$ cat config.mk
export PLATFORM = sky130hd
export DESIGN_NAME = mop_seq
export DESIGN_NICKNAME = d
export VERILOG_FILES = /design/src/rtl/mop_pkg.sv /design/src/rtl/mop_arb.sv /design/src/rtl/mop_urom.sv /design/src/rtl/mop_mem.sv /design/src/rtl/mop_errlat.sv /design/src/rtl/mop_seq.sv
export SDC_FILE = /design/constraint.sdc
export NUM_CORES = 1
export LEC_CHECK = 0
export ABC_CLOCK_PERIOD_IN_PS = 9200
export BUFFER_PORTS_ARGS = -buffer_cell sky130_fd_sc_hd__buf_2
export CAP_MARGIN = 25
export CORE_ASPECT_RATIO = 0.5
export CORE_MARGIN = 4
export CORE_UTILIZATION = 60
export CTS_BUF_LIST = sky130_fd_sc_hd__clkbuf_4 sky130_fd_sc_hd__clkbuf_8
export DETAILED_ROUTE_END_ITERATION = 7
export PLACE_DENSITY = 0.78
export REMOVE_ABC_BUFFERS = 1
export SYNTH_ARGS = -nofsm -noshare
export SYNTH_HDL_FRONTEND = slang
export SYNTH_SLANG_ARGS = --single-unit
$ cat constraint.sdc
create_clock -name clk -period 9.2 [get_ports clk]
set_clock_uncertainty 0.05 [all_clocks]
set_input_delay 0.46 -clock clk [delete_from_list [all_inputs] [get_ports clk]]
set_output_delay 0.46 -clock clk [all_outputs]
set_load 0.02 [all_outputs]
$ cat src/rtl/mop_pkg.sv
`timescale 1ns/1ps
package mop_pkg;
  typedef enum logic [1:0] {
    OP_READ = 2'd0,
    OP_FULL = 2'd1,
    OP_PART = 2'd2
  } op_e;

  localparam int UPC_W = 5;

  // fixed entry points of the three sequences and the extension slot
  localparam logic [UPC_W-1:0] UPC_READ = 5'd0;
  localparam logic [UPC_W-1:0] UPC_FULL = 5'd8;
  localparam logic [UPC_W-1:0] UPC_PART = 5'd16;
  localparam logic [UPC_W-1:0] UPC_EXT  = 5'd31;

  typedef struct packed {
    logic mstart;  // pulse memory start
    logic mwe;     // start is a write
    logic ldw;     // load write data into data register
    logic capt;    // capture / merge read data, sample syndrome
    logic last;    // final instruction of the sequence
  } uinst_t;
endpackage

$ cat src/rtl/mop_arb.sv
`timescale 1ns/1ps
module mop_arb #(
  parameter int NREQ = 3
) (
  input  logic [NREQ-1:0] req,
  output logic [NREQ-1:0] gnt,
  output logic            any
);
  // lowest index wins: scan downwards so the last hit is the lowest
  always_comb begin
    gnt = '0;
    for (int i = NREQ - 1; i >= 0; i--) begin
      if (req[i]) begin
        gnt    = '0;
        gnt[i] = 1'b1;
      end
    end
  end

  assign any = |req;
endmodule

$ cat src/rtl/mop_urom.sv
`timescale 1ns/1ps
module mop_urom
  import mop_pkg::*;
#(
  parameter int LAT = 3
) (
  input  logic [UPC_W-1:0] upc,
  output uinst_t           ui
);
  localparam logic [UPC_W-1:0] RD_CAP  = UPC_READ + UPC_W'(LAT);
  localparam logic [UPC_W-1:0] RD_END  = RD_CAP + 5'd1;
  localparam logic [UPC_W-1:0] FW_WR   = UPC_FULL + 5'd1;
  localparam logic [UPC_W-1:0] PW_CAP  = UPC_PART + UPC_W'(LAT);
  localparam logic [UPC_W-1:0] PW_WR   = PW_CAP + 5'd1;

  always_comb begin
    ui = '0;
    unique case (upc)
      UPC_READ: ui.mstart = 1'b1;
      RD_CAP:   ui.capt   = 1'b1;
      RD_END:   ui.last   = 1'b1;
      UPC_FULL: ui.ldw    = 1'b1;
      FW_WR:    begin ui.mstart = 1'b1; ui.mwe = 1'b1; ui.last = 1'b1; end
      UPC_PART: begin ui.ldw = 1'b1; ui.mstart = 1'b1; end
      PW_CAP:   ui.capt   = 1'b1;
      PW_WR:    begin ui.mstart = 1'b1; ui.mwe = 1'b1; ui.last = 1'b1; end
      UPC_EXT:  ui.last   = 1'b1;
      default:  ui = '0;
    endcase
  end
endmodule

$ cat src/rtl/mop_mem.sv
`timescale 1ns/1ps
module mop_mem #(
  parameter int AW  = 4,
  parameter int DW  = 64,
  parameter int LAT = 3
) (
  input  logic          clk,
  input  logic          we,
  input  logic          re,
  input  logic [AW-1:0] addr,
  input  logic [DW-1:0] wd,
  output logic [DW-1:0] rd
);
  localparam int DEPTH = 1 << AW;

  logic [DW-1:0] mem [DEPTH];
  logic [DW-1:0] pipe [LAT];

  always_ff @(posedge clk) begin
    if (we) mem[addr] <= wd;
    if (re) pipe[0] <= mem[addr];
  end

  generate
    for (genvar k = 1; k < LAT; k++) begin : g_stage
      always_ff @(posedge clk) pipe[k] <= pipe[k-1];
    end
  endgenerate

  assign rd = pipe[LAT-1];
endmodule

$ cat src/rtl/mop_errlat.sv
`timescale 1ns/1ps
module mop_errlat #(
  parameter int AW = 4,
  parameter int SW = 8
) (
  input  logic          clk,
  input  logic          rst,
  input  logic          hit,
  input  logic          clr,
  input  logic [AW-1:0] addr,
  input  logic [SW-1:0] syn,
  output logic          valid,
  output logic          ovf,
  output logic [AW-1:0] eaddr,
  output logic [SW-1:0] esyn
);
  always_ff @(posedge clk) begin
    if (rst) begin
      valid <= 1'b0;
      ovf   <= 1'b0;
      eaddr <= '0;
      esyn  <= '0;
    end else begin
      if (clr) begin
        valid <= 1'b0;
        ovf   <= 1'b0;
      end
      if (hit) begin
        if (!valid || clr) begin
          valid <= 1'b1;
          eaddr <= addr;
          esyn  <= syn;
        end else begin
          ovf <= 1'b1;
        end
      end
    end
  end
endmodule

$ cat src/rtl/mop_seq.sv
`timescale 1ns/1ps
module mop_seq
  import mop_pkg::*;
#(
  parameter int NREQ = 3,
  parameter int AW   = 4,
  parameter int DW   = 64,
  parameter int SW   = 8,
  parameter int LAT  = 3
) (
  input  logic                 clk,
  input  logic                 rst,
  input  logic [NREQ-1:0]      req_valid,
  input  logic [NREQ-1:0]      req_wr,
  input  logic [NREQ*AW-1:0]   req_addr,
  input  logic [NREQ*(DW/8)-1:0] req_mask,
  input  logic [DW-1:0]        wdata,
  input  logic [SW-1:0]        syndrome,
  input  logic                 err_clear,
  output logic [NREQ-1:0]      grant,
  output logic                 ale,
  output logic                 ready,
  output logic                 rd_valid,
  output logic [DW-1:0]        rd_data,
  output logic                 err_valid,
  output logic                 err_ovf,
  output logic [AW-1:0]        err_addr,
  output logic [SW-1:0]        err_syn
);
  localparam int NB = DW / 8;

  logic [NREQ-1:0]  gnt;
  logic             any;
  logic [AW-1:0]    sel_addr;
  logic [NB-1:0]    sel_mask;
  logic             sel_wr;
  op_e              sel_op;

  logic             busy;
  logic [UPC_W-1:0] upc;
  op_e              op;
  logic [AW-1:0]    addr_r;
  logic [AW-1:0]    addr_save;
  logic [NB-1:0]    mask_r;
  logic [DW-1:0]    dreg;
  logic             err_pend;
  uinst_t           ui;
  logic [DW-1:0]    mem_rd;
  logic             mem_we;
  logic             mem_re;
  logic             cap_hit;

  mop_arb #(.NREQ(NREQ)) u_arb (
    .req (req_valid),
    .gnt (gnt),
    .any (any)
  );

  mop_urom #(.LAT(LAT)) u_urom (
    .upc (upc),
    .ui  (ui)
  );

  // lane select by the one-hot grant
  always_comb begin
    sel_addr = '0;
    sel_mask = '0;
    sel_wr   = 1'b0;
    for (int i = 0; i < NREQ; i++) begin
      if (gnt[i]) begin
        sel_addr = req_addr[i*AW +: AW];
        sel_mask = req_mask[i*NB +: NB];
        sel_wr   = req_wr[i];
      end
    end
    if (!sel_wr)         sel_op = OP_READ;
    else if (&sel_mask)  sel_op = OP_FULL;
    else                 sel_op = OP_PART;
  end

  assign mem_we  = busy && ui.mstart && ui.mwe;
  assign mem_re  = busy && ui.mstart && !ui.mwe;
  assign cap_hit = busy && ui.capt && (op != OP_FULL) && (syndrome != '0);

  mop_mem #(.AW(AW), .DW(DW), .LAT(LAT)) u_mem (
    .clk  (clk),
    .we   (mem_we),
    .re   (mem_re),
    .addr (addr_r),
    .wd   (dreg),
    .rd   (mem_rd)
  );

  mop_errlat #(.AW(AW), .SW(SW)) u_errlat (
    .clk   (clk),
    .rst   (rst),
    .hit   (cap_hit),
    .clr   (err_clear),
    .addr  (addr_save),
    .syn   (syndrome),
    .valid (err_valid),
    .ovf   (err_ovf),
    .eaddr (err_addr),
    .esyn  (err_syn)
  );

  always_ff @(posedge clk) begin
    if (rst) begin
      busy      <= 1'b0;
      upc       <= UPC_READ;
      op        <= OP_READ;
      addr_r    <= '0;
      addr_save <= '0;
      mask_r    <= '0;
      dreg      <= '0;
      err_pend  <= 1'b0;
      grant     <= '0;
      ale       <= 1'b0;
      ready     <= 1'b0;
      rd_valid  <= 1'b0;
      rd_data   <= '0;
    end else begin
      ale      <= 1'b0;
      ready    <= 1'b0;
      rd_valid <= 1'b0;
      if (!busy) begin
        if (any) begin
          busy      <= 1'b1;
          grant     <= gnt;
          ale       <= 1'b1;
          addr_r    <= sel_addr;
          addr_save <= sel_addr;
          mask_r    <= sel_mask;
          op        <= sel_op;
          err_pend  <= 1'b0;
          unique case (sel_op)
            OP_READ: upc <= UPC_READ;
            OP_FULL: upc <= UPC_FULL;
            default: upc <= UPC_PART;
          endcase
        end
      end else begin
        if (ui.ldw) begin
          dreg <= wdata;
        end else if (ui.capt && op != OP_FULL) begin
          err_pend <= (syndrome != '0);
          for (int b = 0; b < NB; b++) begin
            if (op == OP_READ || !mask_r[b]) dreg[b*8 +: 8] <= mem_rd[b*8 +: 8];
          end
        end
        if (ui.last) begin
          if (err_pend && upc != UPC_EXT) begin
            upc <= UPC_EXT;  // one extension period before release
          end else begin
            busy     <= 1'b0;
            grant    <= '0;
            ready    <= 1'b1;
            rd_valid <= (op == OP_READ);
            if (op == OP_READ) rd_data <= dreg;
          end
        end else begin
          upc <= upc + 5'd1;
        end
      end
    end
  end
endmodule

==> run metrics <==
Port Buffers 200; DIE WIDTH around 420 um; Arrival @ worst endpoint 4.29 ns; Synth Cell Area 50350 sq um; Root Driver clkbuf_8; outcome finished, final reports clean; Synth cell types 56; Avg Inst Size Synth slightly below 20 sq um; final HPWL from detailed placement around 57000 um; cell area after layout about 57000 sq um; Routed WL about 110000 um; first-pass detailed-route iteration total 5; RSZ-0062 raised after global routing false; slew of the pin with the lowest slew margin 1.124 ns; share of cells above drive strength 1 31.04%; Post-synth ARST share 0%; Mapped Cells 2544; WP buf/inv 1; LEAKAGE 18.91 nW; CP Cell Sequence nand4bb_2 > a21oi_1 > or3b_2 > nor2_4 > buf_4; I/O pin cnt 201; crit path time final 3.910 ns; Worst-Skew Late Latency 0.82 ns; routed vias 26480; Detail Route Antenna Nets 0; ANT cells 0; die height 212.8 um; CP required roughly 9.6 ns; starting density of the core 61.10%; Power Density 219.4 nW/um^2; flop and latch count out of synthesis 1389; wire per inst about 27 um; fin crit share 42.50%; drt drc 0; Tot Pwr 0.01261 W; Max stage delay on crit path 0.86 ns; drt first-iter violations 3249; RePlAce Congestion 0.7971; gr ovfl total 0; Core Box Area roughly 80000 sq um; CTS Buffer Depth 3; cts repair resizes 0; worst setup margin 5.290 ns; Register Area a little under 40000 sq um; Die ar. 88890 sq um; CTS tree yes; Vias/cell around 6.3; Commonest cells post-synth 1088 x edfxtp_1, 320 x mux4_2, 301 x dfxtp_1; post-synth top area share 64.89%; final hold violation count 0; Slowest cell on crit path buf_4; most numerous cell in the Yosys netlist edfxtp_1; Post-synth EDFFs 1088; Final setup viols 0; Setup CP Type register to register; dominant synthesized flop cell edfxtp_1; largest net degree at the start of global routing 103; Fill cells 4790; Peak VDD IR 0.0001088 V; initial antenna violation count 1; max-slew violations 0; Ys Warns 0; max-cap viol count 0; Clock Pin Slew Worst Setup and Hold Paths 0.07 ns; Hold Crit Class input pin to register; GRT Total Usage between 20% and 30%; CP Capture Type register; area leader, netlist edfxtp_1; clock buffer count from CTS 180; CTS sink cnt 1389; kind of cell adding the most delay to the critical path simple AND/OR/NAND/NOR gates; Synth-to-Final Area Change 14.13%; Layout Cells excl Fill around 4200; fmax 255.8 MHz; FP Rows 74; Max transition margin 25.05%; post-CTS setup buffers 0; Critical Path Fanout Max 44; CP Launch Type register; ranking of synthesized cells by area edfxtp_1 65%, mux4_2 14%, dfxtp_1 12%; global-route wire length before repair around 170000 um; area of the multi-input gates 11030 sq um; vias in the first global route 26840; dpl cell area 52640 sq um; Seq/Total Area, Yosys 76.86%; hold buffers post-CTS just over 90; H-Tree Level Count 4; Setup WS pre-CTS 5.234 ns; Inst Count DP 3751; Final nets 3048
==> metrics by stage <==
| step | utilization [%] | hold WS (ns) | setup TNS [ns] |
|---|---|---|---|
| floorplan | - | 0.2596 | -171.75 |
| global placement | 63.77 | 0.2603 | 0 |
| detailed placement | 63.88 | 0.2621 | 0 |
| CTS | 69.61 | 0.01192 | 0 |
| global route | 69.73 | 0.1107 | 0 |
| finish | 69.73 | 0.1205 | 0 |
==> registers in the layout (all words and copies together) (netlist names), 3 cells and up, named ones only <==
register	cells
u_mem.mem	1024
addr_save	4
u_errlat.esyn	8
u_mem.pipe	192
dreg	64
mask_r	8
grant	3
rd_data	64
upc	5
u_errlat.eaddr	4
==> placed cells by master, fill, tap and decap left out, types with 12 or more instances in the layout <==
master / synthesis / routed
nand3_1: 66 / 66
edfxtp_1: 1088 / 1088
mux4_2: 320 / 320
nor2_1: 104 / 92
buf_2: 32 / 199
mux2i_1: 12 / 12
buf_4: 7 / 49
clkinv_2: 0 / 14
dlygate4sd3_1: 0 / 92
nor2_4: 0 / 12
clkbuf_4: 0 / 86
a311oi_1: 64 / 64
a21oi_2: 22 / 22
clkbuf_8: 0 / 203
nand2_1: 224 / 223
a21oi_1: 88 / 88
dfxtp_1: 301 / 297
clkinv_1: 0 / 21
==> power by group <==
part           leakage [nW]  internal [W]  switching (W)  total [W]
logic                  4.36      0.000327       0.000386   0.000713
clock network          2.03       0.00249        0.00221    0.00470
registers              12.5       0.00698       0.000205    0.00719
total                  18.9       0.00980        0.00280     0.0126
==> routing by layer <==
layer  vias to the layer above  wire length [um]  global-route usage (%)
li1                      10990                 -                       -
met1                     13720             44270                   37.23
met2                      1547             56010                   42.26
met3                       221             11320                   4.974
met4                         2              2844                   8.675
met5                         -                 8                       0
==> path summary, 6_finish.rpt <==
path / startpoint / end / slack (ns) / cells past startpoint
worst max-delay path: upc[3] / u_mem.mem[8][1] / 5.29 / 5
worst min-delay path: req_addr[9] / register / 0.12 / 5
worst max register to register: upc[3] / u_mem.mem[8][1] / 5.29 / 5
worst min register to register: u_mem.pipe[0][109] / u_mem.pipe[0][173] / 0.27 / 0
==> layout make-up <==
type | instances | area share (%)
inverter | 8 | 0.05226
sequential | 1389 | 67.37
multi-input combinational | 998 | 19.20
clock inverter | 49 | 0.6271
tap | 1102 | 2.400
timing repair buffer | 350 | 4.364
clock buffer | 289 | 5.986
==> tightest hold or removal path, cell delays in order <==
cell     delay, ns
buf_2         0.11
a22oi_1       0.12
o21ai_0       0.11
nand2_1       0.08
a21oi_1       0.06
==> logic make-up (layout without fill, tap and decap cells) <==
group | Yosys count | after routing | share of synthesized area, %
and+or+nand+nor | 458 | 458 | 4.046
DFF | 1389 | 1389 | 76.86
buffers and inverters | 157 | 696 | 1.496
AOI/OAI and AO/OA | 201 | 201 | 2.870
adders and majority gates | 4 | 4 | 0.09941
muxes | 333 | 333 | 14.58
xor gates and xnor gates | 2 | 2 | 0.04972
Note: power is estimated with default switching activity, not from simulation.
